==> src/rtl/async_tx_pkg.sv <==
package async_tx_pkg;
  typedef enum logic [2:0] {
    SRC_NONE,
    SRC_BREAK,
    SRC_MARK,
    SRC_PRE,
    SRC_DATA
  } src_e;
endpackage

==> src/rtl/async_tx_holdreg.sv <==
module async_tx_holdreg #(
  parameter int DW = 9
) (
  input  logic          clk,
  input  logic          rst,
  input  logic          wr_en,
  input  logic [DW-1:0] wr_data,
  input  logic          take,
  output logic [DW-1:0] data,
  output logic          empty
);
  always_ff @(posedge clk) begin
    if (rst) begin
      data  <= '0;
      empty <= 1'b1;
    end else begin
      if (wr_en) begin
        data  <= wr_data;
        empty <= 1'b0;
      end else if (take) begin
        empty <= 1'b1;
      end
    end
  end

  // a write always leaves a word waiting
  p_write_fills_r4: assert property (@(posedge clk) disable iff (rst)
    wr_en |=> !empty);
  // the flag only rises after the shifter took the word
  p_empty_by_take_r4: assert property (@(posedge clk) disable iff (rst)
    $rose(empty) |-> $past(take));
endmodule

==> src/rtl/async_tx_arbiter.sv <==
module async_tx_arbiter
  import async_tx_pkg::*;
(
  input  logic clk,
  input  logic rst,
  input  logic tick,
  input  logic free,
  input  logic tx_en,
  input  logic brk_req,
  input  logic hold_empty,
  output src_e src,
  output logic en_q,
  output logic pre_q,
  output logic tail_q
);
  always_comb begin
    src = SRC_NONE;
    if (tick && free) begin
      if (brk_req && en_q)           src = SRC_BREAK;
      else if (tail_q)               src = SRC_MARK;
      else if (pre_q && en_q)        src = SRC_PRE;
      else if (!hold_empty && en_q)  src = SRC_DATA;
    end
  end

  always_ff @(posedge clk) begin
    if (rst) begin
      en_q   <= 1'b0;
      pre_q  <= 1'b0;
      tail_q <= 1'b0;
    end else begin
      en_q <= tx_en;
      if (src == SRC_BREAK)     tail_q <= 1'b1;
      else if (src == SRC_MARK) tail_q <= 1'b0;
      if (tx_en && !en_q)       pre_q <= 1'b1;
      else if (!tx_en)          pre_q <= 1'b0;
      else if (src == SRC_PRE)  pre_q <= 1'b0;
    end
  end

  // enabling always leaves a preamble queued
  p_pre_on_enable_r7: assert property (@(posedge clk) disable iff (rst)
    $rose(en_q) |-> pre_q);
  // data never overtakes a queued mark or preamble
  p_data_last_r11: assert property (@(posedge clk) disable iff (rst)
    (src == SRC_DATA) |-> (!pre_q && !tail_q));
endmodule

==> src/rtl/async_tx_framer.sv <==
module async_tx_framer
  import async_tx_pkg::*;
#(
  parameter int BASE_W = 8,
  localparam int DW    = BASE_W + 1,
  localparam int FW    = BASE_W + 3,
  localparam int CNT_W = $clog2(FW + 1)
) (
  input  src_e             src,
  input  logic [DW-1:0]    data,
  input  logic             long_frame,
  input  logic             parity_en,
  output logic [FW-1:0]    frame,
  output logic [CNT_W-1:0] len
);
  logic [FW-1:0]    dframe;
  logic [CNT_W-1:0] char_len;
  logic             par;
  int               nd;

  always_comb begin
    nd       = long_frame ? DW : DW - 1;
    char_len = long_frame ? CNT_W'(FW) : CNT_W'(FW - 1);
    par      = 1'b0;
    for (int i = 0; i < DW - 1; i++) begin
      if (i < nd - 1) par = par ^ data[i];
    end
    dframe    = '1;
    dframe[0] = 1'b0;
    for (int i = 0; i < DW; i++) begin
      if (parity_en && (i == nd - 1)) dframe[i+1] = par;
      else if (i < nd)                dframe[i+1] = data[i];
    end
  end

  always_comb begin
    unique case (src)
      SRC_BREAK: begin frame = '0;     len = char_len;     end
      SRC_MARK:  begin frame = '1;     len = CNT_W'(1);    end
      SRC_PRE:   begin frame = '1;     len = char_len;     end
      SRC_DATA:  begin frame = dframe; len = char_len;     end
      default:   begin frame = '1;     len = '0;           end
    endcase
  end
endmodule

==> src/rtl/async_tx_shifter.sv <==
module async_tx_shifter #(
  parameter int FW    = 11,
  localparam int CNT_W = $clog2(FW + 1)
) (
  input  logic             clk,
  input  logic             rst,
  input  logic             tick,
  input  logic             load,
  input  logic [FW-1:0]    frame,
  input  logic [CNT_W-1:0] len,
  output logic             txd,
  output logic             busy,
  output logic             free
);
  logic [FW-1:0]    sh;
  logic [CNT_W-1:0] rem;

  assign free = !busy || (rem == '0);

  always_ff @(posedge clk) begin
    if (rst) begin
      txd  <= 1'b1;
      busy <= 1'b0;
      rem  <= '0;
      sh   <= '1;
    end else if (tick) begin
      if (load) begin
        txd  <= frame[0];
        sh   <= {1'b1, frame[FW-1:1]};
        rem  <= len - CNT_W'(1);
        busy <= 1'b1;
      end else if (busy && rem != '0) begin
        txd <= sh[0];
        sh  <= {1'b1, sh[FW-1:1]};
        rem <= rem - CNT_W'(1);
      end else begin
        txd  <= 1'b1;
        busy <= 1'b0;
      end
    end
  end

  // a new character is only loaded once the current one has ended
  p_load_when_free_r5: assert property (@(posedge clk) disable iff (rst)
    load |-> free);
  // an idle shifter holds the line high
  p_idle_high_r1: assert property (@(posedge clk) disable iff (rst)
    !busy |-> txd);
endmodule

==> src/rtl/async_tx.sv <==
module async_tx
  import async_tx_pkg::*;
#(
  parameter int BASE_W = 8,
  localparam int DW    = BASE_W + 1,
  localparam int FW    = BASE_W + 3,
  localparam int CNT_W = $clog2(FW + 1)
) (
  input  logic          clk,
  input  logic          rst,
  input  logic          baud_tick,
  input  logic          wr_en,
  input  logic [DW-1:0] wr_data,
  input  logic          long_frame,
  input  logic          parity_en,
  input  logic          tx_en,
  input  logic          brk_req,
  output logic          txd,
  output logic          tdre,
  output logic          tc
);
  src_e             src;
  logic [DW-1:0]    hold_data;
  logic             hold_empty;
  logic             en_q, pre_q, tail_q;
  logic             busy, free;
  logic [FW-1:0]    frame;
  logic [CNT_W-1:0] len;

  async_tx_holdreg #(.DW(DW)) i_hold (
    .clk(clk), .rst(rst), .wr_en(wr_en), .wr_data(wr_data),
    .take(src == SRC_DATA), .data(hold_data), .empty(hold_empty)
  );

  async_tx_arbiter i_arb (
    .clk(clk), .rst(rst), .tick(baud_tick), .free(free), .tx_en(tx_en),
    .brk_req(brk_req), .hold_empty(hold_empty), .src(src), .en_q(en_q),
    .pre_q(pre_q), .tail_q(tail_q)
  );

  async_tx_framer #(.BASE_W(BASE_W)) i_frm (
    .src(src), .data(hold_data), .long_frame(long_frame),
    .parity_en(parity_en), .frame(frame), .len(len)
  );

  async_tx_shifter #(.FW(FW)) i_shf (
    .clk(clk), .rst(rst), .tick(baud_tick), .load(src != SRC_NONE),
    .frame(frame), .len(len), .txd(txd), .busy(busy), .free(free)
  );

  assign tdre = hold_empty;

  always_ff @(posedge clk) begin
    if (rst) tc <= 1'b1;
    else     tc <= !busy && hold_empty && !pre_q && !tail_q && !(brk_req && en_q);
  end

  // a loaded break drives the line low
  p_break_low_r8: assert property (@(posedge clk) disable iff (rst)
    (src == SRC_BREAK) |=> !txd);
  // the mark bit after a break is high
  p_mark_high_r9: assert property (@(posedge clk) disable iff (rst)
    (src == SRC_MARK) |=> txd);
  // completion never coexists with a low line
  p_tc_line_r10: assert property (@(posedge clk) disable iff (rst)
    tc |-> txd);
endmodule

==> config.mk <==
export PLATFORM = sky130hd
export DESIGN_NAME = async_tx
export DESIGN_NICKNAME = d
export VERILOG_FILES = /design/src/rtl/async_tx_pkg.sv /design/src/rtl/async_tx_holdreg.sv /design/src/rtl/async_tx_arbiter.sv /design/src/rtl/async_tx_framer.sv /design/src/rtl/async_tx_shifter.sv /design/src/rtl/async_tx.sv
export SDC_FILE = /design/constraint.sdc
export NUM_CORES = 1
export LEC_CHECK = 0
export ABC_AREA = 0
export BUFFER_PORTS_ARGS = -buffer_cell sky130_fd_sc_hd__buf_2
export CORE_UTILIZATION = 55
export CTS_CLUSTER_DIAMETER = 60
export DETAILED_ROUTE_END_ITERATION = 16
export GPL_ROUTABILITY_DRIVEN = 1
export PLACE_DENSITY_LB_ADDON = 0.1
export SLEW_MARGIN = 25
export SYNTH_ARGS = -nofsm -noshare
export SYNTH_HDL_FRONTEND = slang
export SYNTH_SLANG_ARGS = --single-unit
==> constraint.sdc <==
create_clock -name clk -period 2.2 [get_ports clk]
set_input_delay 0.11 -clock clk [delete_from_list [all_inputs] [get_ports clk]]
set_output_delay 0.11 -clock clk [all_outputs]
set_load 0.05 [all_outputs]
Yosys cells after proc, flatten, opt, wreduce, memory -nomap -nowiden

Index checks and enable logic that the tools add are counted.

Add/subtract/negate cells: 3
$mul: 0
Div/mod/pow operators: 0
Magnitude comparators: 17
Eq/ne operators: 14
Shifts and indexed selects: 0
Mux-type cells: 50
Bitwise operators: 7
Reduce and logical (&&, ||, !) cells: 36

Operator list:

| operator                                                   | number |
|---|---|
| less-than comparator 4 x 32 -> 1 bit, first input constant | 8 |
| == test 4 x 32 -> 1 bit, first input constant              | 4 |
| less-than comparator 3 x 32 -> 1 bit, first input constant | 4 |
| == test 3 x 32 -> 1 bit, first input constant              | 2 |
| less-than comparator 1 x 32 -> 1 bit, first input constant | 2 |
| less-than comparator 2 x 32 -> 1 bit, first input constant | 2 |
| two-way mux 1 bit                                          | 39 |
| == test 2 x 32 -> 1 bit, first input constant              | 1 |
| == test 5 x 32 -> 1 bit, first input constant              | 1 |
| logical NOT 32 bit                                         | 1 |
| less-than comparator 5 x 32 -> 1 bit, first input constant | 1 |
| subtractor 32 x 2 -> 32 bit, second input constant         | 1 |
| two-way mux 11 bit                                         | 2 |
| one-hot mux 11 bit (2 select lines)                        | 1 |
| logical AND 1 bit                                          | 19 |
| two-way mux 3 bit                                          | 5 |
| two-way mux 4 bit                                          | 2 |
| one-hot mux 4 bit (2 select lines)                         | 1 |
| subtractor 4 x 1 -> 4 bit, second input constant           | 2 |
| bitwise XOR 1 bit                                          | 7 |
| == test 3 x 2 -> 1 bit, second input constant              | 2 |
| logical NOT 1 bit                                          | 6 |
| nonzero test 2 bit                                         | 3 |
| logical NOT 4 bit                                          | 1 |
| other kinds (9)                                            | 10 |

Flip-flop bits (word level): 31
Bits in latches: 0
Bits in writable memories: 0
Memory bits (read-only): 0
Input bits: 17
Output and inout bits: 3
Memories kept: 0

Depth between registers and ports, before layout

Gate-level depths: netlist of run 1.

Depth after elaboration: 21
Gate-level depth with buffers: 10
Depth with buffers taken out: 9

By module

Synthesis of run 1 repeated with hierarchy kept, for this count alone.

Cells, all modules: 192
Area total of the unflattened synthesis: 1721.7 um^2

By module, submodules not included:

| module           | times used | cells each | area each (um^2) | seq. area each (um^2) |
|---|---|---|---|---|
| async_tx_shifter | 1          | 97         | 857.1            | 320.3 |
| async_tx_holdreg | 1          | 32         | 351.6            | 200.2 |
| async_tx_framer  | 1          | 39         | 287.8            | 0.0 |
| async_tx_arbiter | 1          | 18         | 165.2            | 60.1 |
| async_tx         | 1          | 6          | 60.1             | 20.0 |

Least setup slack after synthesis of run 1

Ideal clock, no wire load.

Kind: reg-to-reg
From: reg i_hold.empty
To: reg i_shf.rem[2]
Arrival: 2.078 ns
Setup slack: 0.036 ns
Cell stages (with the launch flop): 10
Buffers on the path: 0
Period minus slack after synthesis: 2.164 ns
Path through: dfxtp_1 > or3b_1 > a21oi_2 > nor2_4 > o22ai_2 > ha_1 > nor2_1 > nand2_1 > nand2_1 > a211oi_1

Longest elaborated chain between the ends: 12
Elaborated cells between the ends (all ways): 18
Those cells by class: add/sub (1); eq/ne (4); mux (7); reduce/logical (6)

Ends and longest elaborated chain:

| element                               | line                   | source |
|---|---|---|
| start: declaration                    | async_tx_holdreg.sv:10 | `output logic empty` |
| start signal: assignment              | async_tx_holdreg.sv:15 | `empty <= 1'b1;` |
| start signal: assignment              | async_tx_holdreg.sv:19 | `empty <= 1'b0;` |
| start signal: assignment              | async_tx_holdreg.sv:21 | `empty <= 1'b1;` |
| logical NOT 1 bit *                   | async_tx_arbiter.sv:22 | `else if (!hold_empty && en_q) src = SRC_DATA;` |
| logical AND 1 bit *                   | async_tx_arbiter.sv:22 |  |
| two-way mux 3 bit *                   | async_tx_arbiter.sv:22 |  |
| two-way mux 3 bit *                   | async_tx_arbiter.sv:21 | `else if (pre_q && en_q) src = SRC_PRE;` |
| two-way mux 3 bit *                   | async_tx_arbiter.sv:20 | `else if (tail_q) src = SRC_MARK;` |
| two-way mux 3 bit *                   | async_tx_arbiter.sv:19 | `if (brk_req && en_q) src = SRC_BREAK;` |
| two-way mux 3 bit *                   | async_tx_arbiter.sv:18 | `if (tick && free) begin` |
| == test 3 bit (tied with other cells) | async_tx_framer.sv:37  | `unique case (src)` |
| OR reduction 3 bit (no source line)   | -                      |  |
| one-hot mux 4 bit (2 select lines)    | async_tx_framer.sv:37  |  |
| subtractor 4 x 1 -> 4 bit             | async_tx_shifter.sv:30 | `rem <= len - CNT_W'(1);` |
| two-way mux 4 bit                     | async_tx_shifter.sv:27 | `if (load) begin` |
| end signal: assignment                | async_tx_shifter.sv:30 |  |
| end signal: assignment                | async_tx_shifter.sv:35 | `rem <= rem - CNT_W'(1);` |
| end: declaration                      | async_tx_shifter.sv:16 | `logic [CNT_W-1:0] rem;` |

Every way passes the cells marked *; elsewhere a longest branch is shown, timed or not.
A chain may end at the register's enable or synchronous reset.

Worst setup path after layout of run 1

Same ends and word-level chain as after synthesis.

==> implementation parameters, run 1 <==
Parameter                              Value

Layout
  Area Overhead vs Synth ... 15.0%
  Share of layout cells above drive strength 1 ... 0.188
  Count of filler cells inserted in the layout ... 199
  Count of nets after finishing ... 208
  Inserted Diodes ... 0
  Total non-filler cell area in the finished layout ... 1620 sq um

Logic synthesis
  Post-Syn Nets ... 185
  Cell type with the highest aggregate area in the netlist ... sky130_fd_sc_hd__dfxtp_1
  Number of cells produced by synthesis ... 167
  Portion of synthesized cell area occupied by the leading cell type ... 0.427
  Flop and latch count out of synthesis ... 30
  Post-synth ARST share ... 0
  Top cells by area, synth ... sky130_fd_sc_hd__dfxtp_1, sky130_fd_sc_hd__o21ai_0, sky130_fd_sc_hd__mux2i_1, sky130_fd_sc_hd__a21oi_1, sky130_fd_sc_hd__nand2_1
  Primary FF master, synth ... sky130_fd_sc_hd__dfxtp_1
  Number of flops mapped to enable cells by yosys ... 0
  Sequential area share after synthesis ... 0.427
  Number of warnings printed during yosys synthesis ... 0
  Mean instance size in the synthesized netlist ... 8.42 sq um
  Cell area after technology mapping ... 1410 sq um
  Top cells by instance count after synthesis ... sky130_fd_sc_hd__dfxtp_1, sky130_fd_sc_hd__o21ai_0, sky130_fd_sc_hd__nand2_1, sky130_fd_sc_hd__nor2_1, sky130_fd_sc_hd__a21oi_1
  Unique masters post-synth ... 33

Placement
  Placed wire-length estimate ... 2040 um
  Placed inst area ... 1520 sq um
  Placer congestion estimate ... 0.777
  PortBufs ... 19

Detailed routing
  Antenna-violating nets left ... 0
  Met2 routed wirelength ... 1310 um
  Wire length on met3 ... 106 um
  Post-Route M1 WL ... 1400 um
  Top metal layer carrying routed signals ... met4
  Number of vias after detailed routing ... 1186
  Number of DRC markers after the initial detailed-route iteration ... 14
  Initial DRT Pass Iterations ... 4
  Final wirelength ... 2870 um
  Average routed wire per standard cell ... 13.1 um
  Count of unresolved DRC violations after routing ... 0
  Per-cell via count in the routed design ... 5.42

Run
  Reported max-cap violation count ... 0

Power
  Switching share of power ... 0.272
  Clock power share ... 0.340
  PD cells ... 744 nW/um^2
  Leak ... 0.673 nW
  Worst IR Drop VDD ... 0.616 mV
  Switching power of the nets ... 0.000327 W
  Cell-internal power ... 0.000876 W
  Sequential power share ... 0.501
  Total power of the final layout ... 0.00120 W
  Combinational fraction of design power ... 0.159

Worst hold path
  Min-delay worst type ... in2reg

Die
  Core region area ... 2320 sq um
  Die Span Y ... 52.6 um
  Initial cell density of the core ... 0.607
  Horizontal die dimension ... 52.6 um
  Die outline area ... 2760 sq um
  Io pins ... 20
  Floorplan row count ... 17

Timing
  Setup Viol. Count Final ... 0
  Setup TNS ... 0 ps
  Slew at the pin closest to its max-slew limit ... 587 ps
  Max-slew violations ... 0
  Peak clock frequency supported by timing ... 0.489 GHz
  Number of hold-slack violations in the final timing report ... 0
  Share of the clock period used by the worst path after layout ... 0.930
  Worst clock skew ... 8.39 ps
  Worst relative slew slack ... 0.608
  RSZ-0062 raised after global routing ... no
  Clock period minus worst slack ... 2050 ps

Clocking
  Clock latency on the worst-skew pair ... 340 ps
  Clock transition at the registers of the reported paths ... 100 ps
  Number of buffers inserted by post-CTS setup repair ... 0
  Clock tree root buffer cell ... sky130_fd_sc_hd__clkbuf_4
  Worst-case clock buffer depth ... 2
  Clock Sink Count ... 30
  Clock tree from TritonCTS ... yes
  Depth of the CTS H-tree ... 2
  Total clock buffers created by CTS ... 5

Worst setup path
  Depth of the most critical reg-to-reg path ... 9
  Worst endpoint required time ... 2450 ps
  CP arrival ... 2300 ps
  R2r setup slk ... 150 ps
  WS Path Type ... reg2reg
  Worst setup SP type ... flop
  RR Endpoint ... i_shf.rem[2]
  Critical path endpoint category ... flop
  Startpoint of the worst setup timing path ... i_hold.empty
  Largest fanout of any net on the critical path ... 10
  Capturing element of the worst setup path ... i_shf.rem[2]
  Startpoint of the most critical register-to-register path ... i_hold.empty

Global routing
  Largest net degree at the start of global routing ... 28
  Global-route total usage across every layer ... 0.256
  Antenna violations before repair ... 0
  Via count of the first global-routing pass ... 1125
  First-pass GRT wire length ... 4910 um
  Grt total ovfl ... 0

Outcome
  Status ... finished, final reports clean
critical path: stages (launching register included):
cell and delay (ps):
sky130_fd_sc_hd__dfxtp_1 390, sky130_fd_sc_hd__or3b_1 370, sky130_fd_sc_hd__a21oi_2 300, sky130_fd_sc_hd__nor2_4 110, sky130_fd_sc_hd__o22ai_2 190, sky130_fd_sc_hd__ha_1 210
sky130_fd_sc_hd__nor2_1 50, sky130_fd_sc_hd__nand2_1 70, sky130_fd_sc_hd__nand2_1 50, sky130_fd_sc_hd__a211oi_1 210
final cells by class:
type / count / area (sq um) / share of cell area
multi-input combinational: 126 / 758 / 0.469
clock buffer: 8 / 78.8 / 0.0487
inverter: 4 / 15.0 / 0.00928
tap: 28 / 35.0 / 0.0217
timing repair buffer: 23 / 130 / 0.0804
sequential: 30 / 601 / 0.371
power groups by stage:
stage          Sequential, W  Combinational, W  Clock (W)
3_5_place_dp        0.000616          0.000187          0
2_1_floorplan       0.000623          0.000130          0
5_1_grt             0.000609          0.000213   0.000435
3_3_place_gp        0.000614          0.000179          0
4_1_cts             0.000603          0.000191   0.000418
6_report            0.000603          0.000191   0.000409
logic make-up (layout without fill, tap and decap cells):
| group | Yosys count | after routing | synth area share |
|---|---|---|---|
| compound gates | 57 | 57 | 0.242 |
| flops | 30 | 30 | 0.427 |
| xor+xnor | 6 | 6 | 0.0472 |
| fa+ha+maj | 1 | 1 | 0.00890 |
| mux | 9 | 9 | 0.0641 |
| simple gates | 53 | 53 | 0.175 |
| buf+inv | 11 | 35 | 0.0356 |
sequential cells by signal, indices dropped and copies added (netlist names):
signal        cells
i_shf.sh         10
i_shf.rem         4
i_shf.busy        1
i_hold.data       9
tc                1
i_hold.empty      1
i_arb.en_q        1
i_arb.tail_q      1
i_shf.txd         1
i_arb.pre_q       1
worst min-delay path by stage:
| stage | from | to | slack, ps | depth (start not counted) |
|---|---|---|---|---|
| 2_1_floorplan | baud_tick | i_shf.rem[2] | 210 | 1 |
| 3_3_place_gp | wr_data[4] | i_hold.data[4] | 340 | 3 |
| 3_5_place_dp | wr_data[3] | i_hold.data[3] | 350 | 3 |
| 4_1_cts | wr_data[4] | i_hold.data[4] | 3 | 3 |
| 5_1_grt | wr_data[0] | i_hold.data[0] | 20 | 3 |
| 6_report | wr_data[8] | i_hold.data[8] | 6 | 3 |
cell usage in the layout (no fill, tap or decap), drive strengths merged, types with 2 or more instances in the layout:
| cell type | synthesis | routed |
|---|---|---|
| a211oi | 2 | 2 |
| a21oi | 17 | 17 |
| buf | 3 | 21 |
| clkbuf | 4 | 8 |
| dfxtp | 30 | 30 |
| dlygate4sd3 | 0 | 2 |
| inv | 4 | 4 |
| mux2i | 9 | 9 |
| nand2 | 21 | 21 |
| nand3 | 3 | 3 |
| nor2 | 19 | 19 |
| nor2b | 3 | 3 |
| nor3 | 3 | 3 |
| o211ai | 2 | 2 |
| o21ai | 30 | 30 |
| xnor2 | 5 | 5 |
through the flow:
step,hold WS (ps),util,cells,setup WS (ps)
2_1_floorplan,207,-,167,36.3
3_3_place_gp,341,0.654,209,198
3_5_place_dp,351,0.654,209,114
4_1_cts,3.32,0.697,219,96.5
5_1_grt,21.9,0.698,219,1.55
6_report,6.47,0.698,219,155
layer usage:
metal,track usage,vias to the layer above
met1,0.301,525
met3,0.0870,8
met4,0.118,0
met5,0,-
met2,0.416,23
li1,-,630
repair_timing:
item / CTS / global route
endpoints found under the setup margin: 0 / 1
gates resized for setup: 0 / 1
hold buffers: 2 / 0
endpoints found under the hold margin: 2 / 0
Power figures use the tool's default switching activity.
==> run 2: changes to the inputs <==
- MAX_ROUTING_LAYER: unset -> met4
- REMOVE_ABC_BUFFERS: unset -> 1
==> run 2 against run 1 <==
  * Clock power fell by 18%
  * Register-to-register slack improved by 98 ps
  * Combinational power is essentially flat
  * Clock-buffer cell count shrank 1
  * Sequential share of layout area grew 0.32 points
  * Maximum frequency rose by 5.0%
  * Die area unchanged
  * Core utilization down 0.59 points
  * Non-clock buffer count up 1
  * Critical path type unchanged
  * Wire length is 1.2% higher
==> implementation parameters, run 2 (synthesis results as in run 1) <==
Parameter                              Value

Power
  Total power of the final layout ... 0.00113 W (was 0.00120 W)
  Worst IR Drop VDD ... 0.587 mV (was 0.616 mV)
  PD cells ... 705 nW/um^2 (was 744 nW/um^2)
  Leak ... 0.669 nW (was 0.673 nW)

Detailed routing
  Average routed wire per standard cell ... 13.2 um (was 13.1 um)
  Antenna-violating nets left ... 0 (unchanged)
  Number of DRC markers after the initial detailed-route iteration ... 40 (was 14)
  Final wirelength ... 2900 um (was 2870 um)
  Count of unresolved DRC violations after routing ... 0 (unchanged)
  Number of vias after detailed routing ... 1243 (was 1186)
  Per-cell via count in the routed design ... 5.65 (was 5.42)
  Initial DRT Pass Iterations ... 4 (unchanged)

Timing
  Peak clock frequency supported by timing ... 0.513 GHz (was 0.489 GHz)
  Worst clock skew ... 17.3 ps (was 8.39 ps)
  Clock period minus worst slack ... 1950 ps (was 2050 ps)
  Setup TNS ... 0 ps (unchanged)
  Final-layout worst hold slack ... 25.2 ps (was 6.47 ps)
  Setup Viol. Count Final ... 0 (unchanged)
  Worst Setup Slack, final ... 252 ps (was 155 ps)
  Number of hold-slack violations in the final timing report ... 0 (unchanged)
  Worst relative slew slack ... 0.629 (was 0.608)
  Max-slew violations ... 0 (unchanged)
  Slew at the pin closest to its max-slew limit ... 556 ps (was 587 ps)
  RSZ-0062 raised after global routing ... no (unchanged)
  Share of the clock period used by the worst path after layout ... 0.885 (was 0.930)

Global routing
  Antenna violations before repair ... 0 (unchanged)
  First-pass GRT wire length ... 4740 um (was 4910 um)
  Grt total ovfl ... 0 (unchanged)
  Largest net degree at the start of global routing ... 28 (unchanged)
  Global-route total usage across every layer ... 0.252 (was 0.256)
  Via count of the first global-routing pass ... 1074 (was 1125)

Layout
  Count of filler cells inserted in the layout ... 189 (was 199)
  Inserted Diodes ... 0 (unchanged)
  Count of nets after finishing ... 209 (was 208)
  Registers with the most flip-flops ... i_shf.sh (10), i_hold.data (9), i_shf.rem (4) (unchanged)
  Area of the multi-input gates ... 758 sq um (unchanged)
  Share of layout cells above drive strength 1 ... 0.193 (was 0.188)
  Commonest cells after routing, fill and taps aside ... sky130_fd_sc_hd__o21ai_0, sky130_fd_sc_hd__dfxtp_1, sky130_fd_sc_hd__nand2_1, sky130_fd_sc_hd__buf_2, sky130_fd_sc_hd__nor2_1 (unchanged)
  Flip-flop count of the largest register after layout ... 10 (unchanged)
  Largest register by flop count ... i_shf.sh (unchanged)
  Area taken by flip-flops and latches ... 601 sq um (unchanged)
  Area Overhead vs Synth ... 14.1% (was 15.0%)
  Non-filler instance count after layout ... 220 (was 219)

Clocking
  Clock tree from TritonCTS ... yes (unchanged)
  Worst-case clock buffer depth ... 2 (unchanged)
  Clock tree root buffer cell ... sky130_fd_sc_hd__clkbuf_4 (unchanged)
  Clock Sink Count ... 30 (unchanged)
  Total clock buffers created by CTS ... 5 (unchanged)
  Clock transition at the registers of the reported paths ... 100 ps (about the same)
  Clock latency on the worst-skew pair ... 320 ps (was 340 ps)
  Depth of the CTS H-tree ... 2 (unchanged)

Die
  Floorplan row count ... 17 (unchanged)
  Horizontal die dimension ... 52.6 um (unchanged)
  Die outline area ... 2760 sq um (unchanged)
  Initial cell density of the core ... 0.607 (unchanged)
  Io pins ... 20 (unchanged)
  Core region area ... 2320 sq um (unchanged)
  Die Span Y ... 52.6 um (unchanged)

Placement
  Placer congestion estimate ... 0.799 (was 0.777)
  Placed wire-length estimate ... 2080 um (was 2040 um)
  Worst setup slack after placement ... 161 ps (was 114 ps)
  PortBufs ... 19 (unchanged)
  Cell count after placement ... 210 (was 209)

Worst setup path
  R2r setup slk ... 250 ps (was 150 ps)
  Startpoint of the most critical register-to-register path ... i_shf.rem[2] (was i_hold.empty)
  Worst endpoint required time ... 2450 ps (about the same)
  WS Path Type ... reg2reg (unchanged)
  CP arrival ... 2190 ps (was 2300 ps)
  Largest fanout of any net on the critical path ... 4 (was 10)
  Critical path endpoint category ... flop (unchanged)
  Worst setup SP type ... flop (unchanged)
  Startpoint of the worst setup timing path ... i_shf.rem[2] (was i_hold.empty)
  Capturing element of the worst setup path ... i_shf.rem[2] (unchanged)
  RR Endpoint ... i_shf.rem[2] (unchanged)
  Depth of the most critical reg-to-reg path ... 9 (unchanged)

Worst hold path
  Min-delay worst type ... in2reg (unchanged)
  Startpoint of the worst hold path ... wr_data[5] (was wr_data[8])

Run
  Reported max-cap violation count ... 0 (unchanged)

Outcome
  Status ... finished, final reports clean (unchanged)
-- run 2: layout make-up --
class,instances,share of cell area
Inverter,4,0.00936
Timing Repair Buffer,24,0.0842
Multi-Input combinational cell,126,0.473
Clock buffer,7,0.0343
Sequential cell,30,0.374
Clock inverter,1,0.00312
Tap cell,28,0.0218
-- run 2: report_power, final --
| group | total (W) | internal [W] | switching (W) | leakage [nW] |
|---|---|---|---|---|
| Sequential | 0.000604 | 0.000576 | 0.0000276 | 0.247 |
| Combinational | 0.000190 | 0.0000824 | 0.000108 | 0.387 |
| Clock | 0.000336 | 0.000155 | 0.000182 | 0.0353 |
| Total | 0.00113 | 0.000813 | 0.000317 | 0.669 |
-- run 2: worst min path at each step --
stage / endpoint / cells after the start / slack (ps)
floorplan: i_arb.tail_q / 1 / 180
global placement: i_hold.data[2] / 3 / 340
detailed placement: i_hold.data[5] / 3 / 350
CTS: i_hold.data[5] / 3 / 6
global route: i_hold.data[3] / 3 / 20
finish: i_hold.data[5] / 3 / 30
-- run 2: metrics by stage --
step            util  cell area [sq um]
3_5_place_dp   0.657               1520
2_1_floorplan      -               1370
5_1_grt        0.692               1600
3_3_place_gp   0.657               1520
4_1_cts        0.683               1580
6_report       0.692               1600
-- run 2: what timing repair did --
| item | 4_1_cts | 5_1_grt |
|---|---|---|
| hold buffers | 0 | 1 |
| endpoints found under the hold margin | 0 | 1 |
| setup buffers | 0 | 1 |
| endpoints found under the setup margin | 0 | 1 |
| gates resized for setup | 0 | 1 |
-- run 2: routing by layer --
layer	GRT usage	share of wire
met3	0.104	0.052
met5	-	0
met4	0.0658	0.011
met2	0.380	0.45
met1	0.310	0.48
-- run 2: critical path, cell delays in order (launching register included) --
cell and delay, ps:
sky130_fd_sc_hd__dfxtp_1 370, sky130_fd_sc_hd__o41ai_4 390, sky130_fd_sc_hd__and3_1 280, sky130_fd_sc_hd__nand2_4 70, sky130_fd_sc_hd__o22ai_2 150, sky130_fd_sc_hd__ha_1 230, sky130_fd_sc_hd__nor2_1 60, sky130_fd_sc_hd__nand2_1 80
sky130_fd_sc_hd__nand2_1 50, sky130_fd_sc_hd__a211oi_1 200
==> run 3: changes to the inputs <==
- CORE_UTILIZATION: 55 -> 58
- CTS_BUF_LIST: unset -> sky130_fd_sc_hd__clkbuf_2 sky130_fd_sc_hd__clkbuf_4 sky130_fd_sc_hd__clkbuf_8
==> run 3 against run 2 <==
  * Via count is 3.6% lower
  * Final cell count grew 0.91%
  * Register-to-register slack got worse by 70 ps
  * Die area down 5.0%
  * Clock skew is 9.3 ps lower
  * Setup slack worse by 73 ps
  * Critical endpoint unchanged
  * Largest power group unchanged
==> implementation parameters, run 3 (synthesis results as in run 1) <==
Parameter                              Value

Outcome
  Status ... finished, final reports clean (unchanged)

Detailed routing
  Per-cell via count in the routed design ... 5.40 (was 5.65)
  Average routed wire per standard cell ... 12.5 um (was 13.2 um)
  Final wirelength ... 2770 um (was 2900 um)
  Number of DRC markers after the initial detailed-route iteration ... 29 (was 40)
  Count of unresolved DRC violations after routing ... 0 (unchanged)
  Initial DRT Pass Iterations ... 4 (unchanged)
  Number of vias after detailed routing ... 1198 (was 1243)
  Antenna-violating nets left ... 0 (unchanged)

Clocking
  Clock latency on the worst-skew pair ... 340 ps (was 320 ps)
  Clock Sink Count ... 30 (unchanged)
  Worst-case clock buffer depth ... 2 (unchanged)
  Clock tree from TritonCTS ... yes (unchanged)
  Total clock buffers created by CTS ... 5 (unchanged)
  Depth of the CTS H-tree ... 2 (unchanged)
  Clock transition at the registers of the reported paths ... 100 ps (about the same)
  Clock tree root buffer cell ... sky130_fd_sc_hd__clkbuf_4 (unchanged)

Layout
  Count of nets after finishing ... 211 (was 209)
  Inserted Diodes ... 0 (unchanged)
  Registers with the most flip-flops ... i_shf.sh (10), i_hold.data (9), i_shf.rem (4) (unchanged)
  Largest register by flop count ... i_shf.sh (unchanged)
  Commonest cells after routing, fill and taps aside ... sky130_fd_sc_hd__o21ai_0, sky130_fd_sc_hd__dfxtp_1, sky130_fd_sc_hd__nand2_1, sky130_fd_sc_hd__buf_2, sky130_fd_sc_hd__nor2_1 (unchanged)
  Flip-flop count of the largest register after layout ... 10 (unchanged)
  Area Overhead vs Synth ... 16.1% (was 14.1%)
  Core occupancy in the finished layout ... 0.724 (was 0.692)
  Share of layout cells above drive strength 1 ... 0.186 (was 0.193)

Power
  Clock power share ... 0.309 (was 0.298)
  Sequential power share ... 0.524 (was 0.534)
  Cell-internal power ... 0.000815 W (was 0.000813 W)
  PD cells ... 704 nW/um^2 (was 705 nW/um^2)
  Switching share of power ... 0.291 (was 0.280)
  Total power of the final layout ... 0.00115 W (was 0.00113 W)
  Switching power of the nets ... 0.000334 W (was 0.000317 W)
  Worst IR Drop VDD ... 0.606 mV (was 0.587 mV)
  Combinational fraction of design power ... 0.167 (was 0.168)
  Leak ... 0.675 nW (was 0.669 nW)

Global routing
  First-pass GRT wire length ... 4790 um (was 4740 um)
  Global-route total usage across every layer ... 0.264 (was 0.252)
  Via count of the first global-routing pass ... 1086 (was 1074)
  Grt total ovfl ... 0 (unchanged)
  Antenna violations before repair ... 0 (unchanged)
  Largest net degree at the start of global routing ... 28 (unchanged)

Timing
  Number of hold-slack violations in the final timing report ... 0 (unchanged)
  Worst Setup Slack, final ... 180 ps (was 252 ps)
  RSZ-0062 raised after global routing ... no (unchanged)
  Setup TNS ... 0 ps (unchanged)
  Max-slew violations ... 0 (unchanged)
  Share of the clock period used by the worst path after layout ... 0.918 (was 0.885)
  Peak clock frequency supported by timing ... 0.495 GHz (was 0.513 GHz)
  Slew at the pin closest to its max-slew limit ... 529 ps (was 556 ps)
  Worst clock skew ... 8.00 ps (was 17.3 ps)
  Clock period minus worst slack ... 2020 ps (was 1950 ps)
  Worst relative slew slack ... 0.647 (was 0.629)
  Setup Viol. Count Final ... 0 (unchanged)

Die
  Horizontal die dimension ... 51.2 um (was 52.6 um)
  Die Span Y ... 51.2 um (was 52.6 um)
  Floorplan row count ... 17 (unchanged)
  Core region area ... 2250 sq um (was 2320 sq um)
  Die outline area ... 2630 sq um (was 2760 sq um)
  Initial cell density of the core ... 0.624 (was 0.607)
  Io pins ... 20 (unchanged)

Worst setup path
  Startpoint of the worst setup timing path ... i_hold.empty (was i_shf.rem[2])
  Critical path endpoint category ... flop (unchanged)
  Combined buffer and inverter count along the critical path ... 0 (unchanged)
  Cells along the critical path ... or3b_1 -> a21oi_2 -> nor2_4 -> o22ai_2 -> ha_1 -> nor2_1 -> nand2_1 -> nand2_1 -> a211oi_1 (was o41ai_4 -> and3_1 -> nand2_4 -> o22ai_2 -> ha_1 -> nor2_1 -> nand2_1 -> nand2_1 -> a211oi_1)
  Startpoint of the most critical register-to-register path ... i_hold.empty (was i_shf.rem[2])
  Most numerous cell on the critical path ... sky130_fd_sc_hd__nand2_1 (unchanged)
  Worst endpoint required time ... 2460 ps (was 2450 ps)
  Largest fanout of any net on the critical path ... 10 (was 4)
  Worst setup SP type ... flop (unchanged)
  WS Path Type ... reg2reg (unchanged)
  Largest incremental delay on the critical path ... 380 ps (was 390 ps)
  Max stage delay cell, worst path ... sky130_fd_sc_hd__dfxtp_1 (was sky130_fd_sc_hd__o41ai_4)
  Top Family by Delay on Critical Path ... compound AO/OA/AOI/OAI gates (unchanged)
  CP arrival ... 2280 ps (was 2190 ps)

Worst hold path
  Startpoint of the worst hold path ... wr_data[4] (was wr_data[5])
  Min-delay worst type ... in2reg (unchanged)

Placement
  Worst setup slack after placement ... 112 ps (was 161 ps)
  Placer congestion estimate ... 0.791 (was 0.799)
  PortBufs ... 19 (unchanged)
  Placed wire-length estimate ... 1910 um (was 2080 um)

Run
  Reported max-cap violation count ... 0 (unchanged)
[run 3: power groups by stage]
stage	Sequential [W]	Clock, W	Combinational [W]
after CTS	0.000602	0.000366	0.000191
after global routing	0.000608	0.000393	0.000214
final	0.000603	0.000355	0.000192
after floorplan	0.000623	0	0.000117
after global placement	0.000614	0	0.000179
after detailed placement	0.000615	0	0.000183
[run 3: cell type report]
| type | instances | area, sq um |
|---|---|---|
| Clock inverter | 2 | 12.5 |
| Clock buffer | 6 | 51.3 |
| Fill cell | 189 | 622 |
| Sequential cell | 30 | 601 |
| Timing Repair Buffer | 26 | 160 |
| Inverter | 4 | 15.0 |
| Multi-Input combinational cell | 126 | 758 |
| Tap cell | 28 | 35.0 |
[run 3: worst min-delay path: cells and delay by family]
kind	cells	cell delay, ps
simple gates	1	80
buf+inv	1	70
mux	1	60
[run 3: per-layer routing]
metal  GRT usage  vias up  routed length, um
met3      0.0893        6                110
li1            -      637                  -
met4      0.0946        0                 49
met1       0.329      533               1340
met2       0.397       22               1260
met5           -        -                  0
[run 3: stage by stage]
step	instance area (sq um)	std cells	hold WS [ps]
2_1_floorplan	1370	160	179
3_3_place_gp	1520	209	341
3_5_place_dp	1520	209	353
4_1_cts	1630	222	0.846
5_1_grt	1630	222	12.7
6_report	1630	222	15.4
[run 3: final timing paths]
check / cells after the start / to / slack [ps]
worst max-delay path: 9 / i_shf.rem[2] / 180
worst min-delay path: 3 / i_hold.data[4] / 20
worst max register to register: 9 / i_shf.rem[2] / 180
worst min register to register: 2 / i_shf.sh[3] / 470
[run 3: timing repair]
| item | 4_1_cts | 5_1_grt |
|---|---|---|
| buffers inserted | 0 | 0 |
| resized for setup | 0 | 1 |
| endpoints found under the hold margin | 5 | 0 |
| hold buffers | 5 | 0 |
| setup endpoints to repair | 0 | 1 |
